[src/rtl/vga_wr_pkg.sv]
package vga_wr_pkg;
  localparam int PLANES = 4;
  localparam int BYTE_W = 8;
  localparam int WORD_W = PLANES * BYTE_W;
  localparam int ROT_W  = $clog2(BYTE_W);

  typedef enum logic [1:0] {
    LF_COPY = 2'd0,
    LF_AND  = 2'd1,
    LF_OR   = 2'd2,
    LF_XOR  = 2'd3
  } logic_fn_e;

  typedef enum logic [1:0] {
    WM_SUBST  = 2'd0,
    WM_LATCH  = 2'd1,
    WM_NIBBLE = 2'd2,
    WM_FILL   = 2'd3
  } wr_mode_e;

  // right rotate: result bit i takes source bit (i+k) mod width
  function automatic logic [BYTE_W-1:0] rot_right(input logic [BYTE_W-1:0] v,
                                                  input logic [ROT_W-1:0] k);
    logic [BYTE_W-1:0] r;
    for (int i = 0; i < BYTE_W; i++) begin
      r[i] = v[(i + int'(k)) % BYTE_W];
    end
    return r;
  endfunction

  function automatic logic [WORD_W-1:0] combine(input logic [WORD_W-1:0] a,
                                                input logic [WORD_W-1:0] l,
                                                input logic_fn_e fn);
    logic [WORD_W-1:0] r;
    case (fn)
      LF_AND:  r = a & l;
      LF_OR:   r = a | l;
      LF_XOR:  r = a ^ l;
      default: r = a;
    endcase
    return r;
  endfunction

  // per-column choice: mask bit 1 keeps the logic result, 0 keeps the latch
  function automatic logic [BYTE_W-1:0] column_pick(input logic [BYTE_W-1:0] res,
                                                    input logic [BYTE_W-1:0] lat,
                                                    input logic [BYTE_W-1:0] m);
    return (res & m) | (lat & ~m);
  endfunction
endpackage

[src/rtl/wrp_rotator.sv]
module wrp_rotator
  import vga_wr_pkg::*;
(
  input  logic [BYTE_W-1:0] din,
  input  logic [ROT_W-1:0]  amount,
  output logic [BYTE_W-1:0] dout
);
  always_comb dout = rot_right(din, amount);
endmodule

[src/rtl/wrp_expander.sv]
module wrp_expander
  import vga_wr_pkg::*;
(
  input  wr_mode_e          mode,
  input  logic [BYTE_W-1:0] raw_byte,
  input  logic [BYTE_W-1:0] rot_byte,
  input  logic [PLANES-1:0] set_reset,
  input  logic [PLANES-1:0] enable_sr,
  input  logic [BYTE_W-1:0] bit_mask,
  output logic [WORD_W-1:0] exp_word,
  output logic [BYTE_W-1:0] eff_mask,
  output logic              bypass
);
  genvar p;
  generate
    for (p = 0; p < PLANES; p++) begin : g_plane
      logic [BYTE_W-1:0] pb;
      always_comb begin
        case (mode)
          WM_SUBST:  pb = enable_sr[p] ? {BYTE_W{set_reset[p]}} : rot_byte;
          WM_NIBBLE: pb = {BYTE_W{raw_byte[p]}};
          WM_FILL:   pb = {BYTE_W{set_reset[p]}};
          default:   pb = '0;
        endcase
      end
      assign exp_word[p*BYTE_W +: BYTE_W] = pb;
    end
  endgenerate

  always_comb begin
    eff_mask = (mode == WM_FILL) ? (rot_byte & bit_mask) : bit_mask;
    bypass   = (mode == WM_LATCH);
  end
endmodule

[src/rtl/wrp_merge.sv]
module wrp_merge
  import vga_wr_pkg::*;
(
  input  logic [WORD_W-1:0] exp_word,
  input  logic [WORD_W-1:0] latch_word,
  input  logic_fn_e         fn,
  input  logic [BYTE_W-1:0] eff_mask,
  input  logic              bypass,
  output logic [WORD_W-1:0] alu_word,
  output logic [WORD_W-1:0] result
);
  always_comb alu_word = combine(exp_word, latch_word, fn);

  genvar p;
  generate
    for (p = 0; p < PLANES; p++) begin : g_col
      logic [BYTE_W-1:0] picked;
      always_comb picked = column_pick(alu_word[p*BYTE_W +: BYTE_W],
                                       latch_word[p*BYTE_W +: BYTE_W], eff_mask);
      assign result[p*BYTE_W +: BYTE_W] =
        bypass ? latch_word[p*BYTE_W +: BYTE_W] : picked;
    end
  endgenerate
endmodule

[src/rtl/vga_wr_path.sv]
module vga_wr_path
  import vga_wr_pkg::*;
(
  input  logic        clk,
  input  logic        rst_n,
  input  logic        wr_valid,
  input  logic [7:0]  host_byte,
  input  logic [31:0] latch_word,
  input  logic [2:0]  rot_count,
  input  logic [1:0]  logic_fn,
  input  logic [1:0]  wr_mode,
  input  logic [3:0]  set_reset,
  input  logic [3:0]  enable_sr,
  input  logic [7:0]  bit_mask,
  input  logic [3:0]  plane_en,
  output logic        out_strobe,
  output logic [31:0] out_data,
  output logic [3:0]  out_be
);
  wr_mode_e          mode_q;
  logic_fn_e         fn_q;
  logic [BYTE_W-1:0] rot_byte;
  logic [WORD_W-1:0] exp_word;
  logic [WORD_W-1:0] alu_word;
  logic [WORD_W-1:0] next_word;
  logic [BYTE_W-1:0] eff_mask;
  logic              bypass;

  assign mode_q = wr_mode_e'(wr_mode);
  assign fn_q   = logic_fn_e'(logic_fn);

  wrp_rotator u_rot (
    .din    (host_byte),
    .amount (rot_count),
    .dout   (rot_byte)
  );

  wrp_expander u_exp (
    .mode      (mode_q),
    .raw_byte  (host_byte),
    .rot_byte  (rot_byte),
    .set_reset (set_reset),
    .enable_sr (enable_sr),
    .bit_mask  (bit_mask),
    .exp_word  (exp_word),
    .eff_mask  (eff_mask),
    .bypass    (bypass)
  );

  wrp_merge u_mrg (
    .exp_word   (exp_word),
    .latch_word (latch_word),
    .fn         (fn_q),
    .eff_mask   (eff_mask),
    .bypass     (bypass),
    .alu_word   (alu_word),
    .result     (next_word)
  );

  always_ff @(posedge clk or negedge rst_n) begin
    if (!rst_n) begin
      out_strobe <= 1'b0;
      out_data   <= '0;
      out_be     <= '0;
    end else begin
      out_strobe <= wr_valid;
      if (wr_valid) begin
        out_data <= next_word;
        out_be   <= plane_en;
      end
    end
  end
endmodule

[config.mk]
export PLATFORM = sky130hd
export DESIGN_NAME = vga_wr_path
export DESIGN_NICKNAME = d
export VERILOG_FILES = /design/src/rtl/vga_wr_pkg.sv /design/src/rtl/wrp_rotator.sv /design/src/rtl/wrp_expander.sv /design/src/rtl/wrp_merge.sv /design/src/rtl/vga_wr_path.sv
export SDC_FILE = /design/constraint.sdc
export NUM_CORES = 1
export LEC_CHECK = 0
export CELL_PAD_IN_SITES_DETAIL_PLACEMENT = 2
export CELL_PAD_IN_SITES_GLOBAL_PLACEMENT = 2
export CORE_UTILIZATION = 35
export CTS_CLUSTER_DIAMETER = 60
export DETAILED_ROUTE_END_ITERATION = 10
export DONT_BUFFER_PORTS = 1
export PLACE_DENSITY_LB_ADDON = 0.15
export SLEW_MARGIN = 20
export SYNTH_ARGS = -nofsm -noshare
export SYNTH_HDL_FRONTEND = slang
export SYNTH_SLANG_ARGS = --single-unit
[constraint.sdc]
create_clock -name clk -period 2.9 [get_ports clk]
set_clock_uncertainty 0.05 [all_clocks]
set_input_delay 0.435 -clock clk [delete_from_list [all_inputs] [get_ports clk]]
set_output_delay 0.435 -clock clk [all_outputs]
set_load 0.02 [all_outputs]
Word-level counts from Yosys, hierarchy flattened
Cells that the tools add are included.

Register bits after elaboration: 37. Bits of input ports: 70. Output and inout port bits: 37.

Bitwise logic cells: 24. Add/subtract/negate cells: 7. Magnitude comparators: 8. Eq/ne operators: 6. Reduce and logical (&&, ||, !) cells: 8. Mux-type cells: 37.

Operators with widths (number): case mux 32 bit (3 select lines) (1); case mux 8 bit (3 select lines) (4); bitwise AND 8 bit (9); two-way mux 8 bit (9); less-than comparator 4 x 5 -> 1 bit, second input constant (7); bitwise AND 32 bit (1); OR 32 bit (1); OR 8 bit (4); bitwise XOR 32 bit (1); binary-select mux 1 bit (select 3 bit) (8); OR reduction 3 bit (7); two-way mux 1 bit (15); adder 3 bit, first input constant (4); equality test 2 bit, second input constant (4); NOT 8 bit (1); bitwise AND 1 bit, first input constant (7); adder 2 x 3 -> 3 bit, first input constant (2); equality test 2 x 1 -> 1 bit, second input constant (2); less-than comparator 3 x 4 -> 1 bit, second input constant (1); adder 1 x 3 -> 3 bit, first input constant (1); logical NOT 2 bit (1).

Longest topological paths before layout
Gate-level depths: netlist of the first run.

Word-level depth: 13. Gate-level depth with buffers: 16. Depth with buffers taken out: 13.

By module
From an unflattened synthesis of the first run, not the netlist that was laid out.

Cells, all modules: 458. Area total of the unflattened synthesis: 5212.5 um2.

By module, submodules not included: wrp_merge (cells each 240, area an instance 2409.8 um2, sequential area each 0.0 um2, instances 1); vga_wr_path (cells each 77, area an instance 1515.2 um2, sequential area each 925.9 um2, instances 1); wrp_expander (cells each 96, area an instance 804.5 um2, sequential area each 0.0 um2, instances 1); wrp_rotator (cells each 45, area an instance 483.0 um2, sequential area each 0.0 um2, instances 1).

Worst setup path before layout of the first run
No wires, ideal clock.

Kind: input port to flip-flop. Start: input rot_count[0]. End: register out_data[5]. Path slack: -0.566 ns. Buffers on the path: 3. Arrival: 3.290 ns. Cell stages on the path: 15. Library setup time: 0.126 ns. Required time: 2.724 ns. Cell sequence: buf_6 -> buf_2 -> inv_1 -> ha_1 -> buf_6 -> mux2_4 -> mux4_2 -> nor2_1 -> o21a_1 -> inv_1 -> ha_1 -> o21ai_0 -> o22a_1 -> o21ba_1 -> a221o_1.

Cells in the longest elaborated chain, start to end: 11.

Ends and longest elaborated chain: start: declaration (RTL line vga_wr_path.sv:9) `input logic [2:0] rot_count,`; adder 3 bit (*) (RTL line vga_wr_pkg.sv:26) `r[i] = v[(i + int'(k)) % BYTE_W];`; binary-select mux 1 bit (select 3 bit) (*) (RTL line vga_wr_pkg.sv:26); two-way mux 1 bit (implied by the code) (*) (2 in series) (RTL line vga_wr_pkg.sv:26); two-way mux 8 bit (RTL line wrp_expander.sv:20) `WM_SUBST: pb = enable_sr[p] ? {BYTE_W{set_reset[p]}} : rot_byte;`; case mux 8 bit (3 select lines) (RTL line wrp_expander.sv:19) `case (mode)`; bitwise XOR 32 bit (tied with other cells) (RTL line vga_wr_pkg.sv:38) `LF_XOR: r = a ^ l;`; case mux 32 bit (3 select lines) (RTL line vga_wr_pkg.sv:35) `case (fn)`; bitwise AND 8 bit (RTL line vga_wr_pkg.sv:48) `return (res & m) | (lat & ~m);`; OR 8 bit (*) (RTL line vga_wr_pkg.sv:48); two-way mux 8 bit (*) (RTL line wrp_merge.sv:21) `bypass ? latch_word[p*BYTE_W +: BYTE_W] : picked;`; end signal: assignment (RTL line vga_wr_path.sv:68) `out_data <= next_word;`; end: declaration (RTL line vga_wr_path.sv:17) `output logic [31:0] out_data,`.

Every way passes the cells marked *; elsewhere a longest branch is shown, timed or not. The select of a mux whose other input is x is not followed. A chain may end at the register's enable or synchronous reset.

Final worst setup path of the first run
Start: input rot_count[1]. End: register out_data[7].

Same word-level chain as after synthesis.

==> results of run 1 <==
[synth_stat cells (3+ instances only)]
library cell,instances
sky130_fd_sc_hd__a2111oi_0,20
sky130_fd_sc_hd__a211oi_1,4
sky130_fd_sc_hd__a21oi_1,17
sky130_fd_sc_hd__a221o_1,33
sky130_fd_sc_hd__a221oi_1,3
sky130_fd_sc_hd__a22o_1,7
sky130_fd_sc_hd__a31o_1,4
sky130_fd_sc_hd__a31oi_1,6
sky130_fd_sc_hd__and2_1,4
sky130_fd_sc_hd__and3_1,4
sky130_fd_sc_hd__buf_1,3
sky130_fd_sc_hd__buf_2,6
sky130_fd_sc_hd__buf_4,3
sky130_fd_sc_hd__buf_6,3
sky130_fd_sc_hd__clkbuf_1,19
sky130_fd_sc_hd__clkbuf_8,4
sky130_fd_sc_hd__dfrtp_1,37
sky130_fd_sc_hd__ha_1,66
sky130_fd_sc_hd__inv_1,55
sky130_fd_sc_hd__mux2_1,3
sky130_fd_sc_hd__mux2_2,15
sky130_fd_sc_hd__mux2i_1,13
sky130_fd_sc_hd__mux4_2,7
sky130_fd_sc_hd__nand2_1,23
sky130_fd_sc_hd__nand2b_1,8
sky130_fd_sc_hd__nand3_1,4
sky130_fd_sc_hd__nor2_1,51
sky130_fd_sc_hd__nor2b_1,30
sky130_fd_sc_hd__o211ai_1,8
sky130_fd_sc_hd__o21a_1,36
sky130_fd_sc_hd__o21ai_0,25
sky130_fd_sc_hd__o21ai_1,34
sky130_fd_sc_hd__o221ai_1,5
sky130_fd_sc_hd__o22a_1,3
sky130_fd_sc_hd__o22ai_1,8
[final timing paths]
check	end	slack, ns	depth (start not counted)
worst max-delay path	out_data[7]	0.13	13
worst min-delay path	out_strobe	0.11	0
worst max register to register	out_data[21]	1.72	4
worst min register to register	out_data[9]	0.61	1
max in group asynchronous	out_data[0]	2.03	2
min in group asynchronous	out_data[17]	0.55	2
[cell usage in the layout, fill, tap and decap left out, types with 4 or more instances in the layout]
master / count
sky130_fd_sc_hd__ha_1: 65
sky130_fd_sc_hd__a31o_1: 4
sky130_fd_sc_hd__mux2_2: 15
sky130_fd_sc_hd__inv_1: 54
sky130_fd_sc_hd__and2_1: 4
sky130_fd_sc_hd__nand3_1: 4
sky130_fd_sc_hd__a2111oi_2: 5
sky130_fd_sc_hd__nor2_1: 51
sky130_fd_sc_hd__o21a_1: 36
sky130_fd_sc_hd__a211oi_1: 4
sky130_fd_sc_hd__a22o_1: 7
sky130_fd_sc_hd__a21oi_1: 17
sky130_fd_sc_hd__a2111oi_0: 16
sky130_fd_sc_hd__o211ai_1: 8
sky130_fd_sc_hd__mux2i_1: 12
sky130_fd_sc_hd__nand2b_1: 8
sky130_fd_sc_hd__dfrtp_1: 37
sky130_fd_sc_hd__o221ai_1: 5
sky130_fd_sc_hd__o21ai_1: 37
sky130_fd_sc_hd__buf_4: 32
sky130_fd_sc_hd__clkbuf_16: 5
sky130_fd_sc_hd__mux4_2: 7
sky130_fd_sc_hd__o21ai_0: 22
sky130_fd_sc_hd__nand2_1: 23
sky130_fd_sc_hd__and3_1: 4
sky130_fd_sc_hd__o22ai_1: 8
sky130_fd_sc_hd__a31oi_1: 6
sky130_fd_sc_hd__a221o_1: 33
sky130_fd_sc_hd__nor2b_1: 30
[final cells by class]
type                    instances  area share, %
multi-input cells             461           67.4
flip-flops and latches         37           16.7
repair buffers                 34           4.86
well taps                     180           4.05
inverters                      57           3.94
clock buffers                   5           2.25
clock inverters                 3          0.833
[cell families (layout without fill, tap and decap cells)]
family / Yosys count / count (layout)
xor gates and xnor gates: 3 / 3
DFF: 37 / 37
adders and majority gates: 66 / 66
and+or+nand+nor: 129 / 129
muxes: 39 / 39
AOI/OAI and AO/OA: 224 / 224
buffers and inverters: 96 / 99
[flip-flops by register name, indices dropped and copies added (netlist names)]
name        count
out_be          4
out_data       32
out_strobe      1
[routing by layer]
metal / track usage [%] / part of all wire, %
met1: 33.4 / 42
met2: 49.7 / 50
met3: 4.37 / 4.7
met4: 11.2 / 2.6
met5: 0 / 0
[report_power, final]
part / internal (mW) / switching, mW / leakage, nW
Combinational: 0.375 / 0.450 / 1.97
Clock: 0.408 / 0.265 / 0.0800
Sequential: 0.593 / 0.154 / 0.444
[per-stage QoR]
stage	worst slack, ns	total power [mW]	hold WS, ns	TNS, ns
3_5_place_dp	-0.190	1.56	0.0904	-1.80
6_report	0.129	2.25	0.108	0
3_3_place_gp	-0.0948	1.51	0.0902	-0.397
5_1_grt	0.0102	2.38	0.104	0
4_1_cts	0.124	2.27	0.0997	0
2_1_floorplan	-0.273	1.36	0.0894	-1.96
[critical path: stages]
cell and delay [ns]:
sky130_fd_sc_hd__inv_2 0.03, sky130_fd_sc_hd__ha_4 0.34, sky130_fd_sc_hd__mux2_1 0.37, sky130_fd_sc_hd__nor3_1 0.27, sky130_fd_sc_hd__a221oi_2 0.10, sky130_fd_sc_hd__buf_4 0.17, sky130_fd_sc_hd__nor2_1 0.16, sky130_fd_sc_hd__o21a_1 0.14
sky130_fd_sc_hd__ha_1 0.23, sky130_fd_sc_hd__o21ai_0 0.15, sky130_fd_sc_hd__and2_1 0.16, sky130_fd_sc_hd__a2111oi_2 0.05, sky130_fd_sc_hd__a221o_1 0.31
[timing repair]
action | CTS | global route
gates resized for setup | 0 | 1
endpoints found under the setup margin | 0 | 1
hold endpoints to repair | 37 | 0
hold buffers | 2 | 0
==> flow_summary.rst, run 1 <==
.. list-table::
   :header-rows: 1

   * - Metric
     - Value
   * - Run status
     - finished, final reports clean
   * - Class of the most critical setup path
     - in2reg
   * - Area of the mapped netlist
     - 5080 sq um
   * - Post-Place Cells
     - 767
   * - GRT Resource Usage Total
     - 28.0%
   * - Maximum vdd ir drop
     - 0.000211 V
   * - Worst reg2reg path startpoint
     - out_data[21]
   * - Fraction of synthesized area in multiplexers
     - 9.95%
   * - Final-report setup violation count
     - 0
   * - Total wirelength of the detailed-routed design
     - 20000 um
   * - Predominant post-synthesis flop cell
     - sky130_fd_sc_hd__dfrtp_1
   * - RSZ-0062 raised after global routing
     - no
   * - Biggest area contributors in the synthesized netlist
     - sky130_fd_sc_hd__dfrtp_1 (18%), sky130_fd_sc_hd__ha_1 (16%), sky130_fd_sc_hd__a221o_1 (6.5%), sky130_fd_sc_hd__o21a_1 (5.3%), sky130_fd_sc_hd__inv_1 (4.1%)
   * - First-pass DRT Iterations
     - 4
   * - Leakage power of the design
     - 2.49 nW
   * - Share of synthesized cell area in and, or, nand and nor gates
     - 12.2%
   * - Residual DRC count
     - 0
   * - Area taken by flip-flops and latches
     - 926 sq um
   * - Synth unique cells
     - 52
   * - Post-synth EDFFs
     - 0
   * - Power per unit of standard cell area
     - 404 nW/um^2
   * - Number of rows created at floorplan
     - 43
   * - Filler Cells Inserted
     - 1569
   * - Required time of the worst setup path
     - 3.05 ns
   * - Fraction of the mapped netlist area in compound gates
     - 33.3%
   * - Core utilization of the finished layout
     - 39.6%
   * - Type of the worst min-delay path
     - in2reg
   * - Clk root buf
     - sky130_fd_sc_hd__clkbuf_16
   * - Post-Syn Instances
     - 594
   * - Mapped Nets
     - 730
   * - Antenna violations before repair
     - 0
   * - Setup bufs post-CTS
     - 0
   * - Wire length of the first global-routing pass
     - 31200 um
   * - Launch point of the critical path
     - rot_count[1]
   * - Core area
     - 14000 sq um
   * - Transition time of the tightest slew-check pin
     - 0.892 ns
   * - Post-synthesis xor/xnor area fraction
     - 1.18%
   * - Max-Cap Viols
     - 0
   * - Critical-path maximum fanout
     - 10
   * - Most area-hungry cell type in the Yosys netlist
     - sky130_fd_sc_hd__dfrtp_1
   * - Top achievable clock speed
     - 0.361 GHz
   * - Fin. Hold Viols
     - 0
   * - CTS Buffer Depth
     - 2
   * - Final cell count without fillers
     - 777
   * - Number of warning messages in the yosys log
     - 0
   * - DR vias/cell
     - 6.24
   * - Total die area
     - 15000 sq um
   * - CP Data Arrival Time
     - 2.92 ns
   * - Via count of the first global-routing pass
     - 5530
   * - Fraction of the mapped netlist area in adder cells
     - 16.3%
   * - Total via count in the routed design
     - 4846
   * - Area share of the largest cell type after synthesis
     - 18.2%
   * - Number of clock buffers inserted by TritonCTS
     - 5
   * - Sequential fraction of the synthesis area
     - 18.2%
   * - Antenna diode instance count
     - 0
   * - Post-route cell area
     - 5560 sq um
   * - Worst-skew pair later-pin latency
     - 0.31 ns
   * - Synth Register Bits
     - 37
   * - Clock tree from TritonCTS
     - done
   * - Area used by multi-input combinational logic
     - 3740 sq um
   * - Hold path start
     - wr_valid
   * - CP Capture Type
     - flip-flop
   * - Synth async-reset ratio
     - 100%
   * - Share of post-route cells with drive strength above 1
     - 14.1%
   * - Max-Slew Margin vs Limit
     - 40.5%
   * - Count of port buffers added during placement
     - 0
   * - Clock net sink count
     - 37
   * - Number of nets in the final layout
     - 732
   * - Grt ovf
     - 0
   * - Width of the die
     - 122 um
   * - Detailed placement HPWL
     - 15000 um
   * - Initial core utilization
     - 36.2%
   * - Element type at the critical path start
     - input port
   * - Antenna-violating nets left
     - 0
   * - Final clock period utilization by the worst path
     - 95.5%
   * - Number of top-level pins
     - 107
   * - Placed cell area
     - 5350 sq um
   * - Layout area overhead
     - 9.36%
   * - Initial DRC count
     - 220
   * - Final max-slew violation count
     - 0
   * - Maximum number of pins on one net before global-route repair
     - 71
   * - DIE HEIGHT
     - 122 um
   * - Post-layout minimum cycle time
     - 2.77 ns
   * - Clock slew seen by the registers of the worst setup and hold paths
     - 0.07 ns
   * - Routed WL per cell
     - 25.7 um
   * - Clock H-tree levels
     - 2
   * - Gpl congestion
     - 0.843
   * - Main combinational cell family by area after synthesis
     - compound AO/OA/AOI/OAI gates
   * - Average footprint of a synthesized cell
     - 8.55 sq um
Power figures use the tool's default switching activity.
==> run 2: changes to the inputs <==
CTS_BUF_LIST = sky130_fd_sc_hd__clkbuf_8 sky130_fd_sc_hd__clkbuf_16   (was unset)
clock period = 3.1 ns   (was 2.9 ns; I/O delays follow)
==> run 2 against run 1 <==
Total power is 7.4% lower. Global-route usage is 0.075 points higher. Clock power fell by 7.1%. Critical path depth did not move. Sequential share of layout area increased by 0.24 points. Critical endpoint unchanged. Critical path type unchanged. Worst setup slack worse by 0.011 ns. Worst hold slack improved by 0.039 ns.
==> flow_summary.rst, run 2 (synthesis gave the netlist of run 1 again) <==
.. list-table::
   :header-rows: 1

   * - Metric
     - Value
   * - Run status
     - finished, final reports clean
   * - Layout area overhead
     - 7.83%
   * - Max-Slew Margin vs Limit
     - 50.1%
   * - Top achievable clock speed
     - 0.335 GHz
   * - Clk root buf
     - sky130_fd_sc_hd__clkbuf_16
   * - Post-layout minimum cycle time
     - 2.98 ns
   * - Post-route cell area
     - 5480 sq um
   * - Power per unit of standard cell area
     - 380 nW/um^2
   * - Number of rows created at floorplan
     - 43
   * - Final max-slew violation count
     - 0
   * - Class of the most critical setup path
     - in2reg
   * - Wire length of the first global-routing pass
     - 31300 um
   * - Count of port buffers added during placement
     - 0
   * - Final-report setup violation count
     - 0
   * - Crit-path slowest cell
     - sky130_fd_sc_hd__a2111oi_0
   * - DIE HEIGHT
     - 122 um
   * - Clock tree from TritonCTS
     - done
   * - Element type at the critical path start
     - input port
   * - Total Power Consumption
     - 2.08 mW
   * - Residual DRC count
     - 0
   * - Antenna-violating nets left
     - 0
   * - Antenna violations before repair
     - 0
   * - Top Registers
     - out_data: 32 flops, out_be: 4 flops, out_strobe: 1 flops
   * - Leakage power of the design
     - 2.46 nW
   * - Clock slew seen by the registers of the worst setup and hold paths
     - 0.07 ns
   * - Leading cell type in the layout, fill and taps excluded
     - sky130_fd_sc_hd__ha_1
   * - Register with the highest flop count
     - out_data
   * - Fin. Hold Viols
     - 0
   * - Clock H-tree levels
     - 2
   * - Worst-skew pair later-pin latency
     - 0.30 ns
   * - Max reg flops
     - 32
   * - Gpl congestion
     - 0.865
   * - Transition time of the tightest slew-check pin
     - 0.748 ns
   * - Placed cell area
     - 5280 sq um
   * - Detailed placement HPWL
     - 14900 um
   * - Cell-by-cell trace of the critical path
     - inv_2 > ha_4 > mux2_1 > mux2i_1 > a221oi_2 > buf_4 > nor2_1 > o21a_1 > ha_1 > o21ai_0 > and2_1 > a2111oi_0 > a221o_1
   * - CP Data Arrival Time
     - 3.17 ns
   * - Core area
     - 14000 sq um
   * - CP Capture Type
     - flip-flop
   * - Final cell count without fillers
     - 768
   * - Leading cell types in the layout, fill and taps excluded
     - sky130_fd_sc_hd__ha_1 (65), sky130_fd_sc_hd__inv_1 (55), sky130_fd_sc_hd__nor2_1 (51)
   * - Buffers plus inverters on the worst setup path
     - 2
   * - Clock net sink count
     - 37
   * - CTS Buffer Depth
     - 2
   * - RSZ-0062 raised after global routing
     - no
   * - Core utilization of the finished layout
     - 39.0%
   * - Type of the worst min-delay path
     - in2reg
   * - Post-Place Cells
     - 758
   * - Share of post-route cells with drive strength above 1
     - 11.9%
   * - Final clock period utilization by the worst path
     - 96.2%
   * - Setup slack on the worst flop-to-flop path
     - 1.84 ns
   * - Total via count in the routed design
     - 4794
   * - DR vias/cell
     - 6.24
   * - Number of top-level pins
     - 107
   * - Sum of negative setup slack
     - 0 ns
   * - Max-Cap Viols
     - 0
   * - Maximum number of pins on one net before global-route repair
     - 71
   * - Kind of cell adding the most delay to the critical path
     - compound AO/OA/AOI/OAI gates
   * - Largest incremental delay on the critical path
     - 0.58 ns
   * - Worst hold slack across all endpoints
     - 0.147 ns
   * - Maximum vdd ir drop
     - 0.000241 V
   * - Antenna diode instance count
     - 0
   * - Grt ovf
     - 0
   * - Number of nets in the final layout
     - 723
   * - Width of the die
     - 122 um
   * - Number of clock buffers inserted by TritonCTS
     - 5
   * - Post-layout worst setup margin
     - 0.118 ns
   * - First-pass DRT Iterations
     - 4
   * - Total die area
     - 15000 sq um
   * - Critical-path maximum fanout
     - 10
   * - Via count of the first global-routing pass
     - 5371
   * - Initial DRC count
     - 213
   * - Routed WL per cell
     - 26.4 um
   * - Required time of the worst setup path
     - 3.29 ns
   * - GRT Resource Usage Total
     - 28.1%
   * - Total wirelength of the detailed-routed design
     - 20300 um
   * - Worst slack, placed
     - -0.173 ns
   * - Initial core utilization
     - 36.2%
## run 2: routing by layer
metal,vias to the layer above,part of all wire (%),GRT usage (%)
li1,2181,-,-
met1,2449,42,32.8
met2,131,50,50.8
met3,33,4.9,5.34
met4,0,2.9,9.53
met5,-,0,0
## run 2: worst paths after layout
kind                                    from            to  cells past startpoint
worst min register to register   out_data[9]   out_data[9]                      1
min in group asynchronous              rst_n  out_data[23]                      2
worst max register to register  out_data[21]  out_data[21]                      4
worst min-delay path                wr_valid    out_strobe                      0
max in group asynchronous              rst_n   out_data[0]                      2
worst max-delay path            rot_count[1]   out_data[7]                     13
## run 2: report_power, final
group	total [mW]	leakage (nW)	internal (mW)	switching, mW
Sequential	0.699	0.444	0.555	0.145
Clock	0.625	0.0883	0.399	0.226
Combinational	0.755	1.93	0.334	0.421
Total	2.08	2.46	1.29	0.791
## run 2: timing repair
| item | CTS | global route |
|---|---|---|
| buffers inserted | 0 | 0 |
| hold buffers | 2 | 0 |
| hold endpoints to repair | 37 | 0 |
| gates resized for setup | 0 | 0 |
| endpoints found under the setup margin | 0 | 0 |
## run 2: layout make-up
type / instances / area (sq um)
Inverter: 57 / 219
Clock inverter: 2 / 33.8
Timing Repair Buffer: 25 / 215
Tap cell: 180 / 225
Sequential cell: 37 / 926
Multi-Input combinational cell: 461 / 3720
Fill cell: 1574 / 8560
Clock buffer: 6 / 139
==> run 3: changes to the inputs <==
CORE_MARGIN = 2   (was unset)
REMOVE_ABC_BUFFERS = 1   (was unset)
==> run 3 against run 2 <==
First-iteration DRC count down 15%. Flip-flop and latch count unchanged. Final cell count is 2.1% higher. Sequential share of layout area shrank 0.39 points. Sequential power about the same. Design area is 2.4% higher. Utilization hardly changed. Non-clock buffer count up 12. Worst setup slack lost 0.015 ns. Combinational power rose by 3%. Critical path depth unchanged. Critical endpoint is now out_data[5]. Highest routed layer unchanged.
==> flow_summary.rst, run 3 (synthesis gave the netlist of run 1 again) <==
.. list-table::
   :header-rows: 1

   * - Metric
     - Value
   * - Run status
     - finished, final reports clean
   * - Total via count in the routed design
     - 4885
   * - Total Power Consumption
     - 2.19 mW
   * - Max-Slew Margin vs Limit
     - 40.4%
   * - Required time of the worst setup path
     - 3.23 ns
   * - Final-report setup violation count
     - 0
   * - Core area
     - 14400 sq um
   * - Worst hold slack across all endpoints
     - 0.141 ns
   * - Total die area
     - 15500 sq um
   * - Routed WL per cell
     - 26.3 um
   * - Wire length of the first global-routing pass
     - 32200 um
   * - Clock tree from TritonCTS
     - done
   * - Clock slew seen by the registers of the worst setup and hold paths
     - 0.07 ns
   * - Final clock period utilization by the worst path
     - 96.7%
   * - Gpl congestion
     - 0.856
   * - Worst slack, placed
     - -0.321 ns
   * - Initial DRC count
     - 181
   * - Transition time of the tightest slew-check pin
     - 0.893 ns
   * - Power per unit of standard cell area
     - 390 nW/um^2
   * - Area used by multi-input combinational logic
     - 3740 sq um
   * - Post-layout worst setup margin
     - 0.103 ns
   * - Maximum vdd ir drop
     - 0.000253 V
   * - Element type at the critical path start
     - input port
   * - Leading cell types in the layout, fill and taps excluded
     - sky130_fd_sc_hd__ha_1 (65), sky130_fd_sc_hd__inv_1 (55), sky130_fd_sc_hd__nor2_1 (51)
   * - Type of the worst min-delay path
     - in2reg
   * - Width of the die
     - 124 um
   * - DR vias/cell
     - 6.23
   * - CP Capture Type
     - flip-flop
   * - Layout area overhead
     - 10.4%
   * - Top achievable clock speed
     - 0.334 GHz
   * - Number of clock buffers inserted by TritonCTS
     - 5
   * - Clock net sink count
     - 37
   * - Top Registers
     - out_data: 32 flops, out_be: 4 flops, out_strobe: 1 flops
   * - Max-Cap Viols
     - 0
   * - Area taken by flip-flops and latches
     - 926 sq um
   * - Grt ovf
     - 0
   * - Final max-slew violation count
     - 0
   * - CP Data Arrival Time
     - 3.13 ns
   * - Maximum number of pins on one net before global-route repair
     - 71
   * - Register with the highest flop count
     - out_data
   * - Fin. Hold Viols
     - 0
   * - Via count of the first global-routing pass
     - 5516
   * - Total wirelength of the detailed-routed design
     - 20600 um
   * - Antenna-violating nets left
     - 0
   * - Setup bufs post-CTS
     - 0
   * - Worst-skew pair later-pin latency
     - 0.30 ns
   * - DIE HEIGHT
     - 124 um
   * - Post-layout minimum cycle time
     - 3.00 ns
   * - Max reg flops
     - 32
   * - Detailed placement HPWL
     - 15300 um
   * - RSZ-0062 raised after global routing
     - yes
   * - CTS Buffer Depth
     - 2
   * - Number of nets in the final layout
     - 735
   * - Residual DRC count
     - 0
   * - Filler Cells Inserted
     - 1594
   * - Antenna diode instance count
     - 0
   * - Placed cell area
     - 5340 sq um
   * - Share of post-route cells with drive strength above 1
     - 14.5%
   * - Number of rows created at floorplan
     - 44
   * - Antenna violations before repair
     - 0
   * - Initial core utilization
     - 35.4%
   * - Leading cell type in the layout, fill and taps excluded
     - sky130_fd_sc_hd__ha_1
   * - Leakage power of the design
     - 2.52 nW
   * - Clk root buf
     - sky130_fd_sc_hd__clkbuf_16
   * - Class of the most critical setup path
     - in2reg
   * - Critical-path maximum fanout
     - 16
   * - Post-route cell area
     - 5610 sq um
   * - First-pass DRT Iterations
     - 4
   * - Sum of negative setup slack
     - 0 ns
   * - Clock H-tree levels
     - 2
   * - Number of top-level pins
     - 107
   * - GRT Resource Usage Total
     - 26.5%
   * - Count of port buffers added during placement
     - 0
## run 3: metrics by stage
| step | cells | util, % |
|---|---|---|
| floorplan | 555 | - |
| finish | 784 | 39.0 |
| CTS | 784 | 38.9 |
| global route | 784 | 39.0 |
| detailed placement | 774 | 37.2 |
| global placement | 774 | 37.2 |
## run 3: cell type report
cell class	instances	area share, %
timing repair buffer	37	5.35
sequential	37	16.5
inverter	57	3.82
clock inverter	3	1.23
tap	184	4.11
clock buffer	5	2.23
multi-input combinational	461	66.8
## run 3: routing by layer
layer	global-route usage [%]	share of wire, %	routed length, um	up-vias
li1	-	-	-	2206
met1	30.6	40	8190	2486
met2	48.8	51	10600	156
met3	5.54	6.6	1370	37
met4	8.33	2.5	514	0
met5	0	0	0	-
## run 3: final timing paths
| path | startpoint | cells past startpoint | slack [ns] | end |
|---|---|---|---|---|
| hold / removal | wr_valid | 0 | 0.14 | out_strobe |
| setup reg to reg | out_data[21] | 4 | 1.81 | out_data[21] |
| hold reg to reg | out_be[3] | 1 | 0.61 | out_be[3] |
| max in group asynchronous | rst_n | 2 | 2.18 | out_data[24] |
| setup / recovery | rot_count[0] | 13 | 0.10 | out_data[5] |
| min in group asynchronous | rst_n | 2 | 0.62 | out_data[21] |
## run 3: worst max-delay path: stages
cell	delay [ns]
sky130_fd_sc_hd__inv_1	0.06
sky130_fd_sc_hd__ha_4	0.30
sky130_fd_sc_hd__buf_4	0.16
sky130_fd_sc_hd__mux2_2	0.36
sky130_fd_sc_hd__mux4_2	0.54
sky130_fd_sc_hd__nor2_1	0.12
sky130_fd_sc_hd__o21a_1	0.15
sky130_fd_sc_hd__inv_1	0.06
sky130_fd_sc_hd__ha_1	0.20
sky130_fd_sc_hd__o21ai_2	0.15
sky130_fd_sc_hd__o22a_1	0.15
sky130_fd_sc_hd__o21ba_1	0.14
sky130_fd_sc_hd__a221o_1	0.27
## run 3: what timing repair did
item / CTS / global route
hold buffers: 2 / 0
hold endpoints to repair: 37 / 0
gates cloned: 0 / 0
endpoints found under the setup margin: 1 / 5
resized for setup: 1 / 8
## run 3: where the power goes
group | switching, mW | internal, mW | total, mW | leakage, nW
clock | 0.249 | 0.465 | 0.714 | 0.0944
sequential | 0.143 | 0.554 | 0.698 | 0.444
combinational | 0.422 | 0.353 | 0.775 | 1.98
total | 0.814 | 1.37 | 2.19 | 2.52
